**src/rtl/adc_scan_pkg.sv**
```systemverilog
package adc_scan_pkg;

  localparam int CW_W = 8;

  typedef struct packed {
    logic range_sel;
    logic bipolar;
  } ch_mode_t;

  typedef enum logic [1:0] {
    S_IDLE = 2'd0,
    S_XFER = 2'd1,
    S_GAP  = 2'd2
  } ser_state_t;

  // start bit, channel, range, polarity, clock mode 00 (external clock)
  function automatic logic [CW_W-1:0] build_ctrl_word(input logic [2:0] ch,
                                                      input ch_mode_t m);
    return {1'b1, ch, m.range_sel, m.bipolar, 2'b00};
  endfunction

endpackage

```
**src/rtl/adc_scan_regs.sv**
```systemverilog
module adc_scan_regs
  import adc_scan_pkg::*;
#(
  parameter int NUM_CH = 8,
  parameter int ADDR_W = 5,
  parameter int HOST_W = 16
) (
  input  logic                    clk,
  input  logic                    rst,
  input  logic                    wr,
  input  logic                    rd,
  input  logic [ADDR_W-1:0]       addr,
  input  logic [HOST_W-1:0]       wdata,
  output ch_mode_t [NUM_CH-1:0]   mode,
  output logic                    enable,
  output logic                    rvalid,
  output logic [HOST_W-1:0]       rdata
);

  localparam int MODE_BASE = NUM_CH;
  localparam int CTRL_ADDR = 2 * NUM_CH;

  ch_mode_t [NUM_CH-1:0] mode_q;
  logic                  en_q;
  logic [HOST_W-1:0]     rd_mux;

  always_comb begin
    rd_mux = '0;
    for (int i = 0; i < NUM_CH; i++) begin
      if (addr == ADDR_W'(MODE_BASE + i)) rd_mux = HOST_W'({mode_q[i]});
    end
    if (addr == ADDR_W'(CTRL_ADDR)) rd_mux = HOST_W'(en_q);
  end

  always_ff @(posedge clk) begin
    if (rst) begin
      mode_q <= '0;
      en_q   <= 1'b0;
      rvalid <= 1'b0;
      rdata  <= '0;
    end else begin
      rvalid <= rd;
      if (rd) rdata <= rd_mux;
      if (wr) begin
        for (int i = 0; i < NUM_CH; i++) begin
          if (addr == ADDR_W'(MODE_BASE + i)) mode_q[i] <= wdata[1:0];
        end
        if (addr == ADDR_W'(CTRL_ADDR)) en_q <= wdata[0];
      end
    end
  end

  assign mode   = mode_q;
  assign enable = en_q;

endmodule

```
**src/rtl/adc_scan_serial.sv**
```systemverilog
module adc_scan_serial
  import adc_scan_pkg::*;
#(
  parameter int HALF_DIV = 8,
  parameter int ACQ_CLKS = 4,
  parameter int RES_W    = 12,
  parameter int GAP_CLKS = 2
) (
  input  logic            clk,
  input  logic            rst,
  input  logic            start,
  input  logic [CW_W-1:0] ctrl_word,
  output logic            cs_n,
  output logic            sclk,
  output logic            sdo,
  input  logic            sdi,
  output logic            busy,
  output logic            done,
  output logic [RES_W-1:0] result
);

  localparam int TOTAL       = CW_W + ACQ_CLKS + RES_W;
  localparam int SAMPLE_FROM = CW_W + ACQ_CLKS;
  localparam int GAP_HALVES  = 2 * GAP_CLKS;
  localparam int BIT_W       = $clog2(TOTAL + 1);
  localparam int DIV_W       = $clog2(HALF_DIV + 1);
  localparam int GAP_W       = $clog2(GAP_HALVES + 1);

  ser_state_t       state;
  logic [DIV_W-1:0] div_q;
  logic [BIT_W-1:0] bit_q;
  logic [GAP_W-1:0] gap_q;
  logic [CW_W-1:0]  tx_q;
  logic [RES_W-1:0] rx_q;
  logic             tick;

  assign tick = (div_q == DIV_W'(HALF_DIV - 1));
  assign busy = (state != S_IDLE);

  always_ff @(posedge clk) begin
    if (rst) begin
      state  <= S_IDLE;
      div_q  <= '0;
      bit_q  <= '0;
      gap_q  <= '0;
      tx_q   <= '0;
      rx_q   <= '0;
      cs_n   <= 1'b1;
      sclk   <= 1'b0;
      sdo    <= 1'b0;
      done   <= 1'b0;
      result <= '0;
    end else begin
      done <= 1'b0;
      case (state)
        S_IDLE: begin
          div_q <= '0;
          if (start) begin
            tx_q  <= ctrl_word;
            sdo   <= ctrl_word[CW_W-1];
            cs_n  <= 1'b0;
            bit_q <= '0;
            state <= S_XFER;
          end
        end
        S_XFER: begin
          div_q <= tick ? '0 : div_q + 1'b1;
          if (tick) begin
            if (!sclk) begin
              sclk <= 1'b1;
              if (bit_q >= BIT_W'(SAMPLE_FROM)) rx_q <= {rx_q[RES_W-2:0], sdi};
            end else begin
              sclk <= 1'b0;
              tx_q <= {tx_q[CW_W-2:0], 1'b0};
              sdo  <= tx_q[CW_W-2];
              if (bit_q == BIT_W'(TOTAL - 1)) begin
                state  <= S_GAP;
                cs_n   <= 1'b1;
                sdo    <= 1'b0;
                done   <= 1'b1;
                result <= rx_q;
                gap_q  <= '0;
              end else begin
                bit_q <= bit_q + 1'b1;
              end
            end
          end
        end
        S_GAP: begin
          div_q <= tick ? '0 : div_q + 1'b1;
          if (tick) begin
            if (gap_q == GAP_W'(GAP_HALVES - 1)) state <= S_IDLE;
            else gap_q <= gap_q + 1'b1;
          end
        end
        default: state <= S_IDLE;
      endcase
    end
  end

endmodule

```
**src/rtl/adc_scan_store.sv**
```systemverilog
module adc_scan_store #(
  parameter int NUM_CH = 8,
  parameter int RES_W  = 12,
  parameter int CH_W   = 3
) (
  input  logic             clk,
  input  logic             rst,
  input  logic             we,
  input  logic [CH_W-1:0]  waddr,
  input  logic [RES_W-1:0] wdata,
  input  logic             rd,
  input  logic [CH_W-1:0]  raddr,
  output logic             rvalid,
  output logic [RES_W-1:0] rdata
);

  logic [RES_W-1:0] mem [NUM_CH];
  logic             pend_q;
  logic [CH_W-1:0]  pend_addr_q;
  logic [CH_W-1:0]  rsel;
  logic             req;
  logic             collide;
  logic             do_read;

  assign rsel    = pend_q ? pend_addr_q : raddr;
  assign req     = rd | pend_q;
  assign collide = req & we & (waddr == rsel);
  assign do_read = req & ~collide;

  // storage array: one write port, one registered read port
  always_ff @(posedge clk) begin
    if (we) mem[waddr] <= wdata;
    if (do_read) rdata <= mem[rsel];
  end

  always_ff @(posedge clk) begin
    if (rst) begin
      pend_q      <= 1'b0;
      pend_addr_q <= '0;
      rvalid      <= 1'b0;
    end else begin
      rvalid <= do_read;
      pend_q <= collide;
      if (collide) pend_addr_q <= rsel;
    end
  end

endmodule

```
**src/rtl/adc_scan_seq.sv**
```systemverilog
module adc_scan_seq
  import adc_scan_pkg::*;
#(
  parameter int NUM_CH   = 8,
  parameter int RES_W    = 12,
  parameter int HOST_W   = 16,
  parameter int HALF_DIV = 8,
  parameter int ACQ_CLKS = 4,
  parameter int GAP_CLKS = 2,
  parameter int ADDR_W   = $clog2(2 * NUM_CH + 1)
) (
  input  logic              clk,
  input  logic              rst,
  input  logic [ADDR_W-1:0] host_addr,
  input  logic [HOST_W-1:0] host_wdata,
  input  logic              host_wr,
  input  logic              host_rd,
  output logic [HOST_W-1:0] host_rdata,
  output logic              host_ready,
  output logic              adc_cs_n,
  output logic              adc_sclk,
  output logic              adc_sdo,
  input  logic              adc_sdi
);

  localparam int CH_W = $clog2(NUM_CH);

  ch_mode_t [NUM_CH-1:0] mode;
  logic                  enable;
  logic                  data_rd;
  logic                  reg_rd;
  logic                  rg_rvalid;
  logic [HOST_W-1:0]     rg_rdata;
  logic                  st_rvalid;
  logic [RES_W-1:0]      st_rdata;
  logic [CH_W-1:0]       ch_q;
  logic [CW_W-1:0]       ctrl_word;
  logic                  ser_busy;
  logic                  seq_we;
  logic [RES_W-1:0]      seq_res;

  assign data_rd = host_rd && (host_addr < ADDR_W'(NUM_CH));
  assign reg_rd  = host_rd && !(host_addr < ADDR_W'(NUM_CH));

  adc_scan_regs #(.NUM_CH(NUM_CH), .ADDR_W(ADDR_W), .HOST_W(HOST_W)) u_regs (
    .clk(clk), .rst(rst), .wr(host_wr), .rd(reg_rd), .addr(host_addr),
    .wdata(host_wdata), .mode(mode), .enable(enable),
    .rvalid(rg_rvalid), .rdata(rg_rdata)
  );

  assign ctrl_word = build_ctrl_word(3'(ch_q), mode[ch_q]);

  adc_scan_serial #(.HALF_DIV(HALF_DIV), .ACQ_CLKS(ACQ_CLKS), .RES_W(RES_W),
                    .GAP_CLKS(GAP_CLKS)) u_ser (
    .clk(clk), .rst(rst), .start(enable), .ctrl_word(ctrl_word),
    .cs_n(adc_cs_n), .sclk(adc_sclk), .sdo(adc_sdo), .sdi(adc_sdi),
    .busy(ser_busy), .done(seq_we), .result(seq_res)
  );

  // channel pointer: steps on each stored result, rewinds when fully idle
  always_ff @(posedge clk) begin
    if (rst) begin
      ch_q <= '0;
    end else if (seq_we) begin
      ch_q <= (ch_q == CH_W'(NUM_CH - 1)) ? '0 : ch_q + 1'b1;
    end else if (!ser_busy && !enable) begin
      ch_q <= '0;
    end
  end

  adc_scan_store #(.NUM_CH(NUM_CH), .RES_W(RES_W), .CH_W(CH_W)) u_store (
    .clk(clk), .rst(rst), .we(seq_we), .waddr(ch_q), .wdata(seq_res),
    .rd(data_rd), .raddr(host_addr[CH_W-1:0]),
    .rvalid(st_rvalid), .rdata(st_rdata)
  );

  assign host_ready = st_rvalid | rg_rvalid;
  assign host_rdata = st_rvalid ? HOST_W'(st_rdata) : rg_rdata;

endmodule

```
**config.mk**
```make
export PLATFORM = sky130hd
export DESIGN_NAME = adc_scan_seq
export DESIGN_NICKNAME = d
export VERILOG_FILES = /design/src/rtl/adc_scan_pkg.sv /design/src/rtl/adc_scan_regs.sv /design/src/rtl/adc_scan_serial.sv /design/src/rtl/adc_scan_store.sv /design/src/rtl/adc_scan_seq.sv
export SDC_FILE = /design/constraint.sdc
export NUM_CORES = 1
export LEC_CHECK = 0
export CORE_UTILIZATION = 59
export DETAILED_ROUTE_END_ITERATION = 7
export PLACE_DENSITY = 0.91
export REMOVE_ABC_BUFFERS = 1
export SLEW_MARGIN = 20
export SYNTH_ARGS = -nofsm -noshare
export SYNTH_HDL_FRONTEND = slang
export SYNTH_SLANG_ARGS = --single-unit
```
**constraint.sdc**
```tcl
create_clock -name clk -period 2.7 [get_ports clk]
set_input_delay 0.405 -clock clk [delete_from_list [all_inputs] [get_ports clk]]
set_output_delay 0.405 -clock clk [all_outputs]
set_load 0.05 [all_outputs]
```
==> impl_metrics.json <==
{
  "status": "finished clean",
  "synth_ff_type": "edfxtp_1",
  "gp_congestion": 0.927,
  "antenna_cells": 0,
  "fin_crit_sh_pct": 95.2,
  "core_mm2": 0.0128,
  "grt_pass1_wl_um": 25600,
  "finClkSkew_ns": 0.00815,
  "cts_buffers": 17,
  "worstPathMaxFanout": 13,
  "cts-htree-levels": 4,
  "final_common_cell": "edfxtp_1",
  "r2r_slack_ns": 0.19,
  "hold_buffers": 0,
  "grt_max_degree": 78,
  "yosysUniqueCellTypes": 60,
  "worstSetupEndpointType": "output port",
  "rsz0062_at_grt": "false",
  "die-area_mm2": 0.0137,
  "final_cell_mix": "edfxtp_1 (108), dfxtp_1 (75), nor2_1 (64), mux2i_1 (44), a21oi_1 (27)",
  "ctsResizeCount": 0,
  "drive_above_1_share_pct": 17.3,
  "hold_path_depth": 2,
  "reg2reg_depth": 6,
  "drv_cap": 0,
  "io_pins": 46,
  "path_cells": "mux2_2 > clkdlybuf4s50_1",
  "p_per_area_mw_per_mm2": 633,
  "grt_use_total_pct": 26.0,
  "hold_class": "reg2reg",
  "relSlewSlack_pct": 47.7,
  "post-route-util_pct": 69.9,
  "cpLargestDelayFamily": "buffers and inverters",
  "r2r-start": "u_ser.state[1]",
  "hold_start": "u_ser.tx_q[2]",
  "cts_setup_buffers": 0,
  "drt-total-wl_um": 16600,
  "drc": 0,
  "via_per_inst": 6.23,
  "setup.worst_path.start": "u_store.rvalid",
  "crit_required_ns": 2.30,
  "num_rows": 41,
  "worstSkewPairLatency_ns": 0.44,
  "rr_endpoint": "u_ser.tx_q[4]",
  "syn_inst": 579,
  "die_h_um": 117,
  "crit_type": "reg2out",
  "yosys.area.top_type_share_pct": 41.5,
  "finalCriticalPeriod_ns": 2.57,
  "nNetsFinal": 655,
  "critPathBufInv": 1,
  "min_to": "u_ser.tx_q[2]",
  "drtIter0Drc": 437,
  "synth_warnings": 0,
  "cp.arrival_ns": 2.17,
  "area_growth_pct": 14.2,
  "grt_pass1_vias": 4837,
  "synth.cell_area_mm2": 0.00782,
  "max_clock_freq_mhz": 389,
  "synth-edff-count": 108,
  "yosysTopAreaCell": "edfxtp_1",
  "initial_utilization_pct": 61.2,
  "drv_slew": 0,
  "avgSynthCellArea_um2": 13.5,
  "clkSinkCount": 183,
  "ant_nets": 0,
  "cts-root-buf": "clkbuf_16",
  "finalSetupViolations": 0,
  "cp_slowest_cell": "clkdlybuf4s50_1",
  "worst_path_largest_cell_delay_ns": 0.70,
  "start_kind": "flip-flop",
  "cts_tree": "yes",
  "ir_drop_mv": 0.511,
  "clkTransAtPathRegs_ns": 0.07,
  "ys_seq_area_share_pct": 60.7,
  "async_reset_ff_share_pct": 0,
  "hpwl_um": 10200,
  "cts_buffer_depth": 2,
  "synth-seq-cells": 183,
  "drtPass1Iterations": 5,
  "vias": 4999,
  "report.final.hold_viol_count": 0,
  "overflow": 0,
  "wl_per_cell_um": 20.7,
  "portBuffers": 27,
  "die_w_um": 117,
  "ys_top_cells_by_area": "edfxtp_1 (41%), dfxtp_1 (19%), mux4_2 (6.9%)",
  "antenna_found_initial": 0,
  "power_mw": 5.65,
  "leakagePower_nw": 3.14,
  "worstMarginPinSlew_ns": 0.784
}
[routing by layer]
metal  track usage (%)  vias to the layer above  wire length [µm]
li1                  -                     2236                 -
met1              32.1                     2478              6450
met2              43.9                      237              8660
met3              4.99                       48               970
met4              13.2                        0               527
met5                 0                        -                 0
[state kept, by name, indices dropped and copies added (netlist names), 2 cells and up]
name,count
ch_q,3
u_store.pend_addr_q,3
u_store.mem,96
u_ser.state,2
u_regs.rdata,2
u_ser.gap_q,3
u_ser.tx_q,5
u_ser.rx_q,12
u_ser.bit_q,5
u_ser.div_q,4
u_regs.mode,16
u_ser.result,12
u_store.rdata,12
[per-stage QoR]
stage | instance area (µm²) | instances | setup slack (ns) | hold slack [ns] | TNS [ns]
finish | 8930 | 803 | 0.130 | 0.477 | 0
global route | 8930 | 803 | 0.0390 | 0.514 | 0
CTS | 8930 | 803 | 0.102 | 0.472 | 0
detailed placement | 8360 | 771 | 0.145 | 0.454 | 0
global placement | 8360 | 771 | 0.182 | 0.451 | 0
floorplan | 7660 | 547 | -0.104 | 0.435 | -2.05
[cells by family (layout without fill, tap and decap cells)]
logic type / Yosys count / after routing / share of synthesized area [%]
flip-flops: 183 / 183 / 60.7
AND/OR/NAND/NOR: 169 / 169 / 11.5
multiplexers: 93 / 93 / 17.0
AO/OA/AOI/OAI: 76 / 76 / 6.02
buffers and inverters: 42 / 91 / 2.45
adder cells (fa/ha/maj): 11 / 11 / 1.76
XOR/XNOR: 4 / 4 / 0.448
other: 1 / 4 / 0.0480
[cell type report]
class	instances	area (µm²)
clock inverters	11	83.8
flip-flops and latches	183	4740
fillers	771	3850
multi-input cells	357	2900
repair buffers	52	478
clock buffers	21	482
inverters	7	26.3
well taps	172	215
[worst max-delay path by stage]
stage,end,slack [ns],cells past startpoint
3_5_place_dp,u_store.rdata[1],0.14,5
4_1_cts,host_rdata[1],0.10,2
2_1_floorplan,u_store.rdata[0],-0.10,4
6_report,host_rdata[1],0.13,2
3_3_place_gp,u_store.rdata[2],0.18,5
5_1_grt,u_ser.tx_q[4],0.04,6
[power by group]
part | total, mW | switching (mW) | leakage, nW | internal (mW)
Clock | 2.36 | 1.06 | 0.284 | 1.30
Sequential | 2.96 | 0.0128 | 1.60 | 2.94
Combinational | 0.332 | 0.195 | 1.26 | 0.137
Total | 5.65 | 1.27 | 3.14 | 4.38
[synth_stat cells (all sizes together), types with 4 or more instances]
cell,count
edfxtp,108
dfxtp,75
nor2,64
mux2i,47
a21oi,27
mux4,27
clkbuf,21
mux2,19
nand2,19
o21ai,19
nand2b,17
buf,14
ha,11
and2,10
nand3,10
nor2b,9
inv,7
nor3b,6
nand4,4
nand4b,4
nor3,4
o211ai,4
o21bai,4
or3,4
[worst register-to-register path: cells and delay by family, from the launching register on]
family / cells / cell delay (ns)
AOI/OAI and AO/OA: 2 / 0.91
adders and majority gates: 1 / 0.64
buffers and inverters: 1 / 0.12
DFF: 1 / 0.35
muxes: 1 / 0.26
and+or+nand+nor: 1 / 0.12
(Power assumes the default switching activity.)
